<file path="src/rtl/rtg_pkg.sv">
package rtg_pkg;

    parameter int unsigned CNT_W  = 16;  // counter and field width, at most 16
    parameter int unsigned HWID_W = 8;   // horizontal pulse width field
    parameter int unsigned DIV_W  = 8;   // divider field
    parameter int unsigned ADDR_W = 3;
    parameter int unsigned DATA_W = 32;

    localparam logic [ADDR_W-1:0] A_HTIME = 3'd0;
    localparam logic [ADDR_W-1:0] A_VTIME = 3'd1;
    localparam logic [ADDR_W-1:0] A_SYNC  = 3'd2;
    localparam logic [ADDR_W-1:0] A_WAIT  = 3'd3;
    localparam logic [ADDR_W-1:0] A_AREA  = 3'd4;
    localparam logic [ADDR_W-1:0] A_CLK   = 3'd5;

    typedef struct packed {
        logic [CNT_W-1:0]  hper;
        logic [HWID_W-1:0] hwid;
        logic [CNT_W-1:0]  vper;
        logic [CNT_W-1:0]  vwid;
        logic              hpol;
        logic              vpol;
        logic              vunit;
        logic [CNT_W-1:0]  hwait;
        logic [CNT_W-1:0]  vwait;
        logic [CNT_W-1:0]  npix;
        logic [CNT_W-1:0]  nline;
    } tcfg_t;

    typedef enum logic [1:0] {
        VS_PULSE  = 2'd0,
        VS_WAIT   = 2'd1,
        VS_ACTIVE = 2'd2,
        VS_TAIL   = 2'd3
    } vphase_e;

endpackage

</file>
<file path="src/rtl/rtg_regs.sv">
module rtg_regs
    import rtg_pkg::*;
#(
    parameter tcfg_t            RST_CFG  = '0,
    parameter logic [DIV_W-1:0] RST_DIV  = '0,
    parameter logic             RST_GATE = 1'b0
) (
    input  logic              clk,
    input  logic              rst_n,
    input  logic              we,
    input  logic [ADDR_W-1:0] addr,
    input  logic [DATA_W-1:0] wdata,
    input  logic              load,
    output tcfg_t             shadow,
    output tcfg_t             work,
    output logic [DIV_W-1:0]  div_q,
    output logic              gate_q,
    output logic              div_wr
);

    assign div_wr = we && (addr == A_CLK);

    always_ff @(posedge clk) begin
        if (!rst_n) begin
            shadow <= RST_CFG;
            div_q  <= RST_DIV;
            gate_q <= RST_GATE;
        end else if (we) begin
            case (addr)
                A_HTIME: begin
                    shadow.hwid <= wdata[31 -: HWID_W];
                    shadow.hper <= wdata[CNT_W-1:0];
                end
                A_VTIME: shadow.vper <= wdata[CNT_W-1:0];
                A_SYNC: begin
                    shadow.vwid  <= wdata[CNT_W-1:0];
                    shadow.hpol  <= wdata[16];
                    shadow.vpol  <= wdata[17];
                    shadow.vunit <= wdata[18];
                end
                A_WAIT: begin
                    shadow.hwait <= wdata[16 +: CNT_W];
                    shadow.vwait <= wdata[CNT_W-1:0];
                end
                A_AREA: begin
                    shadow.nline <= wdata[16 +: CNT_W];
                    shadow.npix  <= wdata[CNT_W-1:0];
                end
                A_CLK: begin
                    div_q  <= wdata[DIV_W-1:0];
                    gate_q <= wdata[31];
                end
                default: ;
            endcase
        end
    end

    // working copy follows the shadow only at a frame wrap
    always_ff @(posedge clk) begin
        if (!rst_n)    work <= RST_CFG;
        else if (load) work <= shadow;
    end

    assert_cfg_hold_R7: assert property (@(posedge clk) disable iff (!rst_n)
        !load |=> $stable(work));

endmodule

</file>
<file path="src/rtl/rtg_clkdiv.sv">
module rtg_clkdiv
    import rtg_pkg::*;
(
    input  logic             clk,
    input  logic             rst_n,
    input  logic [DIV_W-1:0] div_q,
    input  logic             gate_q,
    input  logic             restart,
    output logic             pix_ce
);

    logic [DIV_W-1:0] cnt;
    logic             bypass;

    assign bypass = (div_q <= DIV_W'(1));
    assign pix_ce = !gate_q && (bypass || (cnt == div_q - 1'b1));

    always_ff @(posedge clk) begin
        if (!rst_n)                 cnt <= '0;
        else if (restart)           cnt <= '0;
        else if (gate_q || bypass)  cnt <= '0;
        else if (cnt == div_q - 1'b1) cnt <= '0;
        else                        cnt <= cnt + 1'b1;
    end

    assert_ce_spacing_R8: assert property (@(posedge clk) disable iff (!rst_n)
        (div_q > DIV_W'(1) && pix_ce && !restart) |=> !pix_ce);

endmodule

</file>
<file path="src/rtl/rtg_raster.sv">
module rtg_raster
    import rtg_pkg::*;
(
    input  logic             clk,
    input  logic             rst_n,
    input  logic             pix_ce,
    input  tcfg_t            cfg,
    input  tcfg_t            nxt,
    output logic             frame_wrap,
    output logic [CNT_W-1:0] hc_o,
    output logic [CNT_W-1:0] vc_o,
    output logic             hsync,
    output logic             vsync,
    output logic             active
);

    logic [CNT_W-1:0] hc, vc, vpx;
    logic             line_end;
    vphase_e          st_q, st_d;
    logic             hs_raw, vs_raw, hwin;

    function automatic vphase_e phase_of(input logic [CNT_W-1:0] line, input tcfg_t c);
        logic [CNT_W:0] stop;
        vphase_e        ph;
        stop = {1'b0, c.vwait} + {1'b0, c.nline};
        if (line < c.vwait)
            ph = (c.vunit && line < c.vwid) ? VS_PULSE : VS_WAIT;
        else if ({1'b0, line} < stop)
            ph = VS_ACTIVE;
        else
            ph = VS_TAIL;
        return ph;
    endfunction

    assign line_end   = pix_ce && (hc == cfg.hper - 1'b1);
    assign frame_wrap = line_end && (vc == cfg.vper - 1'b1);

    // next-state: FRAME_WRAP uses the incoming timing, LINE_STEP the current one
    always_comb begin
        st_d = st_q;
        if (frame_wrap)    st_d = phase_of('0, nxt);
        else if (line_end) st_d = phase_of(vc + 1'b1, cfg);
    end

    always_ff @(posedge clk) begin
        if (!rst_n) st_q <= phase_of('0, cfg);
        else        st_q <= st_d;
    end

    always_ff @(posedge clk) begin
        if (!rst_n) begin
            hc  <= '0;
            vc  <= '0;
            vpx <= '0;
        end else begin
            if (pix_ce) begin
                if (line_end) begin
                    hc <= '0;
                    vc <= frame_wrap ? '0 : vc + 1'b1;
                end else begin
                    hc <= hc + 1'b1;
                end
            end
            if (frame_wrap)                vpx <= '0;
            else if (pix_ce && vpx != '1)  vpx <= vpx + 1'b1;
        end
    end

    // output process
    always_comb begin
        hs_raw = hc < {{(CNT_W-HWID_W){1'b0}}, cfg.hwid};
        vs_raw = cfg.vunit ? (vc < cfg.vwid) : (vpx < cfg.vwid);
        hwin   = (hc >= cfg.hwait) &&
                 ({1'b0, hc} < ({1'b0, cfg.hwait} + {1'b0, cfg.npix}));
        unique case (st_q)
            VS_ACTIVE:                  active = hwin;
            VS_PULSE, VS_WAIT, VS_TAIL: active = 1'b0;
            default:                    active = 1'b0;
        endcase
    end

    assign hsync = cfg.hpol ? hs_raw : ~hs_raw;
    assign vsync = cfg.vpol ? vs_raw : ~vs_raw;
    assign hc_o  = hc;
    assign vc_o  = vc;

    assert_hcount_bound_R1: assert property (@(posedge clk) disable iff (!rst_n)
        (cfg.hper != '0) |-> (hc < cfg.hper));

    assert_vcount_bound_R3: assert property (@(posedge clk) disable iff (!rst_n)
        (cfg.vper != '0) |-> (vc < cfg.vper));

    assert_vsync_line_edge_R4: assert property (@(posedge clk) disable iff (!rst_n)
        (cfg.vunit && $past(cfg.vunit) && (vsync != $past(vsync))) |-> (hc == '0));

    assert_active_window_R6: assert property (@(posedge clk) disable iff (!rst_n)
        active |-> ((vc >= cfg.vwait) &&
                    ({1'b0, vc} < ({1'b0, cfg.vwait} + {1'b0, cfg.nline}))));

endmodule

</file>
<file path="src/rtl/rtg_top.sv">
module rtg_top
    import rtg_pkg::*;
#(
    parameter int unsigned P_HPER  = 800,
    parameter int unsigned P_HWID  = 96,
    parameter int unsigned P_VPER  = 525,
    parameter int unsigned P_VWID  = 2,
    parameter int unsigned P_HWAIT = 144,
    parameter int unsigned P_VWAIT = 33,
    parameter int unsigned P_NPIX  = 640,
    parameter int unsigned P_NLINE = 480,
    parameter bit          P_HPOL  = 1'b0,
    parameter bit          P_VPOL  = 1'b0,
    parameter bit          P_VUNIT = 1'b1,
    parameter int unsigned P_DIV   = 15
) (
    input  logic              clk,
    input  logic              rst_n,
    input  logic              cfg_we,
    input  logic [ADDR_W-1:0] cfg_addr,
    input  logic [DATA_W-1:0] cfg_wdata,
    output logic              pix_ce,
    output logic              hsync,
    output logic              vsync,
    output logic              active,
    output logic [CNT_W-1:0]  pos_x,
    output logic [CNT_W-1:0]  pos_y
);

    localparam tcfg_t RST_CFG = '{
        hper:  CNT_W'(P_HPER),  hwid:  HWID_W'(P_HWID),
        vper:  CNT_W'(P_VPER),  vwid:  CNT_W'(P_VWID),
        hpol:  P_HPOL,          vpol:  P_VPOL,   vunit: P_VUNIT,
        hwait: CNT_W'(P_HWAIT), vwait: CNT_W'(P_VWAIT),
        npix:  CNT_W'(P_NPIX),  nline: CNT_W'(P_NLINE)
    };

    tcfg_t            shadow, work;
    logic [DIV_W-1:0] div_q;
    logic             gate_q, div_wr, frame_wrap;

    rtg_regs #(
        .RST_CFG  (RST_CFG),
        .RST_DIV  (DIV_W'(P_DIV)),
        .RST_GATE (1'b0)
    ) u_regs (
        .clk    (clk),
        .rst_n  (rst_n),
        .we     (cfg_we),
        .addr   (cfg_addr),
        .wdata  (cfg_wdata),
        .load   (frame_wrap),
        .shadow (shadow),
        .work   (work),
        .div_q  (div_q),
        .gate_q (gate_q),
        .div_wr (div_wr)
    );

    rtg_clkdiv u_div (
        .clk     (clk),
        .rst_n   (rst_n),
        .div_q   (div_q),
        .gate_q  (gate_q),
        .restart (div_wr),
        .pix_ce  (pix_ce)
    );

    rtg_raster u_raster (
        .clk        (clk),
        .rst_n      (rst_n),
        .pix_ce     (pix_ce),
        .cfg        (work),
        .nxt        (shadow),
        .frame_wrap (frame_wrap),
        .hc_o       (pos_x),
        .vc_o       (pos_y),
        .hsync      (hsync),
        .vsync      (vsync),
        .active     (active)
    );

endmodule

</file>
<file path="config.mk">
export PLATFORM = sky130hd
export DESIGN_NAME = rtg_top
export DESIGN_NICKNAME = d
export VERILOG_FILES = /design/src/rtl/rtg_pkg.sv /design/src/rtl/rtg_regs.sv /design/src/rtl/rtg_clkdiv.sv /design/src/rtl/rtg_raster.sv /design/src/rtl/rtg_top.sv
export SDC_FILE = /design/constraint.sdc
export NUM_CORES = 1
export LEC_CHECK = 0
export ABC_AREA = 1
export BUFFER_PORTS_ARGS = -buffer_cell sky130_fd_sc_hd__buf_4
export CAP_MARGIN = 20
export CORE_MARGIN = 4
export CORE_UTILIZATION = 45
export DETAILED_ROUTE_END_ITERATION = 10
export HOLD_SLACK_MARGIN = 0.03
export MAX_ROUTING_LAYER = met4
export SYNTH_ARGS = -nofsm -noshare
export SYNTH_HDL_FRONTEND = slang
export SYNTH_SLANG_ARGS = --single-unit
</file>
<file path="constraint.sdc">
create_clock -name clk -period 9.05 [get_ports clk]
set_input_delay 0.4525 -clock clk [delete_from_list [all_inputs] [get_ports clk]]
set_output_delay 0.4525 -clock clk [all_outputs]
set_load 0.01 [all_outputs]
</file>
==> flow_summary.ini <==
[run_status]
outcome = completed

[cells_and_area]
syn_to_final_growth_pct = 10.81
diodes_inserted = 0
layout.filler_cells = 4288
fin_nets = 3031
area.sequential_um2 = 6286
multi_input_gate_area_um2 = 11410
layout_cell_share_with_drive_strength_beyond_1_pct = 9.018

[clock_tree]
hold_buffers = 0
cts_tree = yes
postCtsSetupBuffers = 0
clkLatencyLatePin_ns = 0.56
cts.repair.resized = 0
max-clock-path-buffers = 3
cts_buffers = 37
root_buffer = sky130_fd_sc_hd__clkbuf_16
clk_pin_slew_worst_paths_ns = 0.06
clock_net_sink_count = 313
deepest_level_of_the_cts_h_tree = 2

[route]
ant_nets = 0
via_density_per_instance = 5.325
dr.first_iter.drc_count = 1291
first_pass_iters = 6
wl_per_cell_um = 17.39
num_vias = 18050
drc_violations_left = 0
route.final.wire_length_um = 58950

[yosys]
count_of_flip_flops_with_a_built_in_enable_after_synthesis = 2
yosysWarningCount = 0
post_synth_num_cell_types = 45
synth_nets = 2999
synthMostInstantiatedCell = sky130_fd_sc_hd__nand2_1
synth_largest_type_area_fraction_pct = 32.44
postSynthCellCount = 2789
post_synth.cell_area_avg_um2 = 6.880
synth.yosys.seq_area_share_pct = 32.76
yosys.area.top_type = sky130_fd_sc_hd__dfxtp_1
ys_flop_type = sky130_fd_sc_hd__dfxtp_1
synth.cells.most_frequent = 717 x sky130_fd_sc_hd__nand2_1, 360 x sky130_fd_sc_hd__nor2_1, 311 x sky130_fd_sc_hd__dfxtp_1, 270 x sky130_fd_sc_hd__inv_1, 195 x sky130_fd_sc_hd__a21oi_1
post_synth_instance_area_um2 = 19190
postSynth.asyncResetShare_pct = 0
ys_top_cells_by_area = sky130_fd_sc_hd__dfxtp_1 32%, sky130_fd_sc_hd__nand2_1 14%, sky130_fd_sc_hd__ha_1 11%
flip_flop_and_latch_count_after_synthesis = 313

[sta]
tightestPinTransition_ns = 1.021
fmax_ghz = 0.2285
finalCritPeriodShare_pct = 48.36
max_slew_margin_pct = 31.89
setup_slack_ns = 4.674
worst_clock_skew_ns = 0.01503
finalHoldViolations = 0
slew_viol_final = 0
rsz_0062_raised_after_global_routing = no
period_needed_ns = 4.376
setup_tns_ns = 0
finalSetupViolCount = 0

[global_route]
number_of_global_route_vias_before_repair = 17090
gr-total-overflow = 0
grt_first_pass_wirelength_um = 93050
grt.total_usage_pct = 25.66
antenna_violations_before_repair = 1
grt_max_degree = 109

[floorplanning]
floorplan.io_pins = 74
start_util_pct = 45.65
die_height_um = 214.5
chipWidth_um = 214.5
dieArea_um2 = 46010
design.core.area_um2 = 42040
std_cell_rows = 75

[placed_design]
dp_slack_ns = 5.080
io_buffer_count = 73
post-dp-hpwl_um = 43750
finalWeightedCongestion = 0.9588

[critical_path]
worst-path-max-fanout = 4
criticalPathCategory = flip-flop to output pin
timing.critical_path.to_type = output pin
worst_path_largest_cell_delay_ns = 0.43
critical_path.most_common_cell = sky130_fd_sc_hd__nand2_1
timing.critical_path.cells = ha_1 > nand3_1 > nand2_1 > a21boi_0 > o21ai_0 > a21boi_0 > o21ai_0 > nand3_1 > nand2_1 > xor2_1 > ha_1 > nand2_1 > nor2_1 > a21oi_1 > nand2_1 > nor3_1 > buf_4
worstPathArrival_ns = 3.92
start_kind = flip-flop
required_ns = 8.60
worst_path_max_delay_cell = sky130_fd_sc_hd__o21ai_0

[min_path]
hp-class = input pin to flip-flop

[power]
p_per_area_nw_per_um2 = 143.3
worst_ir_drop_vdd_mv = 0.1156
power.static_leakage_nw = 9.626

[run]
max-cap-violations = 0
## placed cells by master, fill, tap and decap left out, drive strengths merged, types with 16 or more instances in the layout
cell type and instances:
inv 277, clkbuf 50, o21ai 154, o211ai 21, nand2 762, a21oi 235, nand4 35, buf 85
xnor2 47, ha 169, nand3 151, nor2 373, xor2 47, dfxtp 311, nor3 32, nand3b 16
## per-layer routing
layer | GRT usage (%) | up-vias | share of wire, %
met5 | - | - | 0
met4 | 6.462 | 0 | 2.1
li1 | - | 9127 | -
met3 | 3.344 | 74 | 5.5
met2 | 41.29 | 461 | 46
met1 | 34.39 | 8385 | 46
## critical path, delay by kind of cell, from the launching register on
kind	cells	cell delay, ns
adder cells (fa/ha/maj)	2	0.63
buffers and inverters	1	0.16
XOR/XNOR	1	0.25
flip-flops	1	0.34
AND/OR/NAND/NOR	8	0.71
AO/OA/AOI/OAI	5	1.28
## worst paths after layout
| kind | start | to | slack (ns) | cells after the start |
|---|---|---|---|---|
| setup / recovery | u_regs.work[50] | active | 4.67 | 17 |
| hold reg to reg | u_regs.work[81] | u_regs.work[81] | 0.46 | 2 |
| hold / removal | cfg_wdata[22] | u_regs.shadow[6] | 0.11 | 3 |
| setup reg to reg | u_raster.vc_o[0] | u_raster.st_q[0] | 5.03 | 21 |
## through the flow
stage	instance area (µm²)	power [mW]	cells	hold WS (ns)	utilization [%]
floorplan	19190	1.530	2789	0.4292	-
global placement	20050	1.592	3320	0.4428	47.69
detailed placement	20050	1.593	3320	0.4443	47.69
CTS	21260	3.078	3388	0.08621	50.56
global route	21260	3.143	3389	0.1222	50.58
finish	21260	3.047	3389	0.1129	50.58
## report_power, final
part,leakage [nW],total [mW],switching [mW],internal [mW]
Sequential,2.54,1.42,0.0197,1.40
Clock,0.591,1.48,0.632,0.850
Combinational,6.50,0.144,0.0996,0.0440
Total,9.63,3.05,0.751,2.30
## flip-flops by register name, summed over array words and instances (netlist names)
name           count
u_regs.gate_q      1
u_raster.st_q      2
u_raster.hc_o     16
u_raster.vpx      16
u_regs.div_q       8
u_div.cnt          8
u_regs.work      123
u_raster.vc_o     16
u_regs.shadow    123
## kinds of logic after synthesis
logic type / count (synthesis) / share of synthesized area (%)
xor+xnor: 95 / 4.408
flops: 313 / 32.76
simple gates: 1393 / 30.49
compound gates: 447 / 13.21
buf+inv: 369 / 7.798
fa+ha+maj: 172 / 11.33
## area by class of cell
type	count	share of cell area (%)
well taps	539	3.172
inverters	277	4.901
clock inverters	18	0.7708
multi-input cells	2107	53.68
clock buffers	50	4.913
repair buffers	85	3.001
flip-flops and latches	313	29.56
Note: power is estimated with default switching activity, not from simulation.
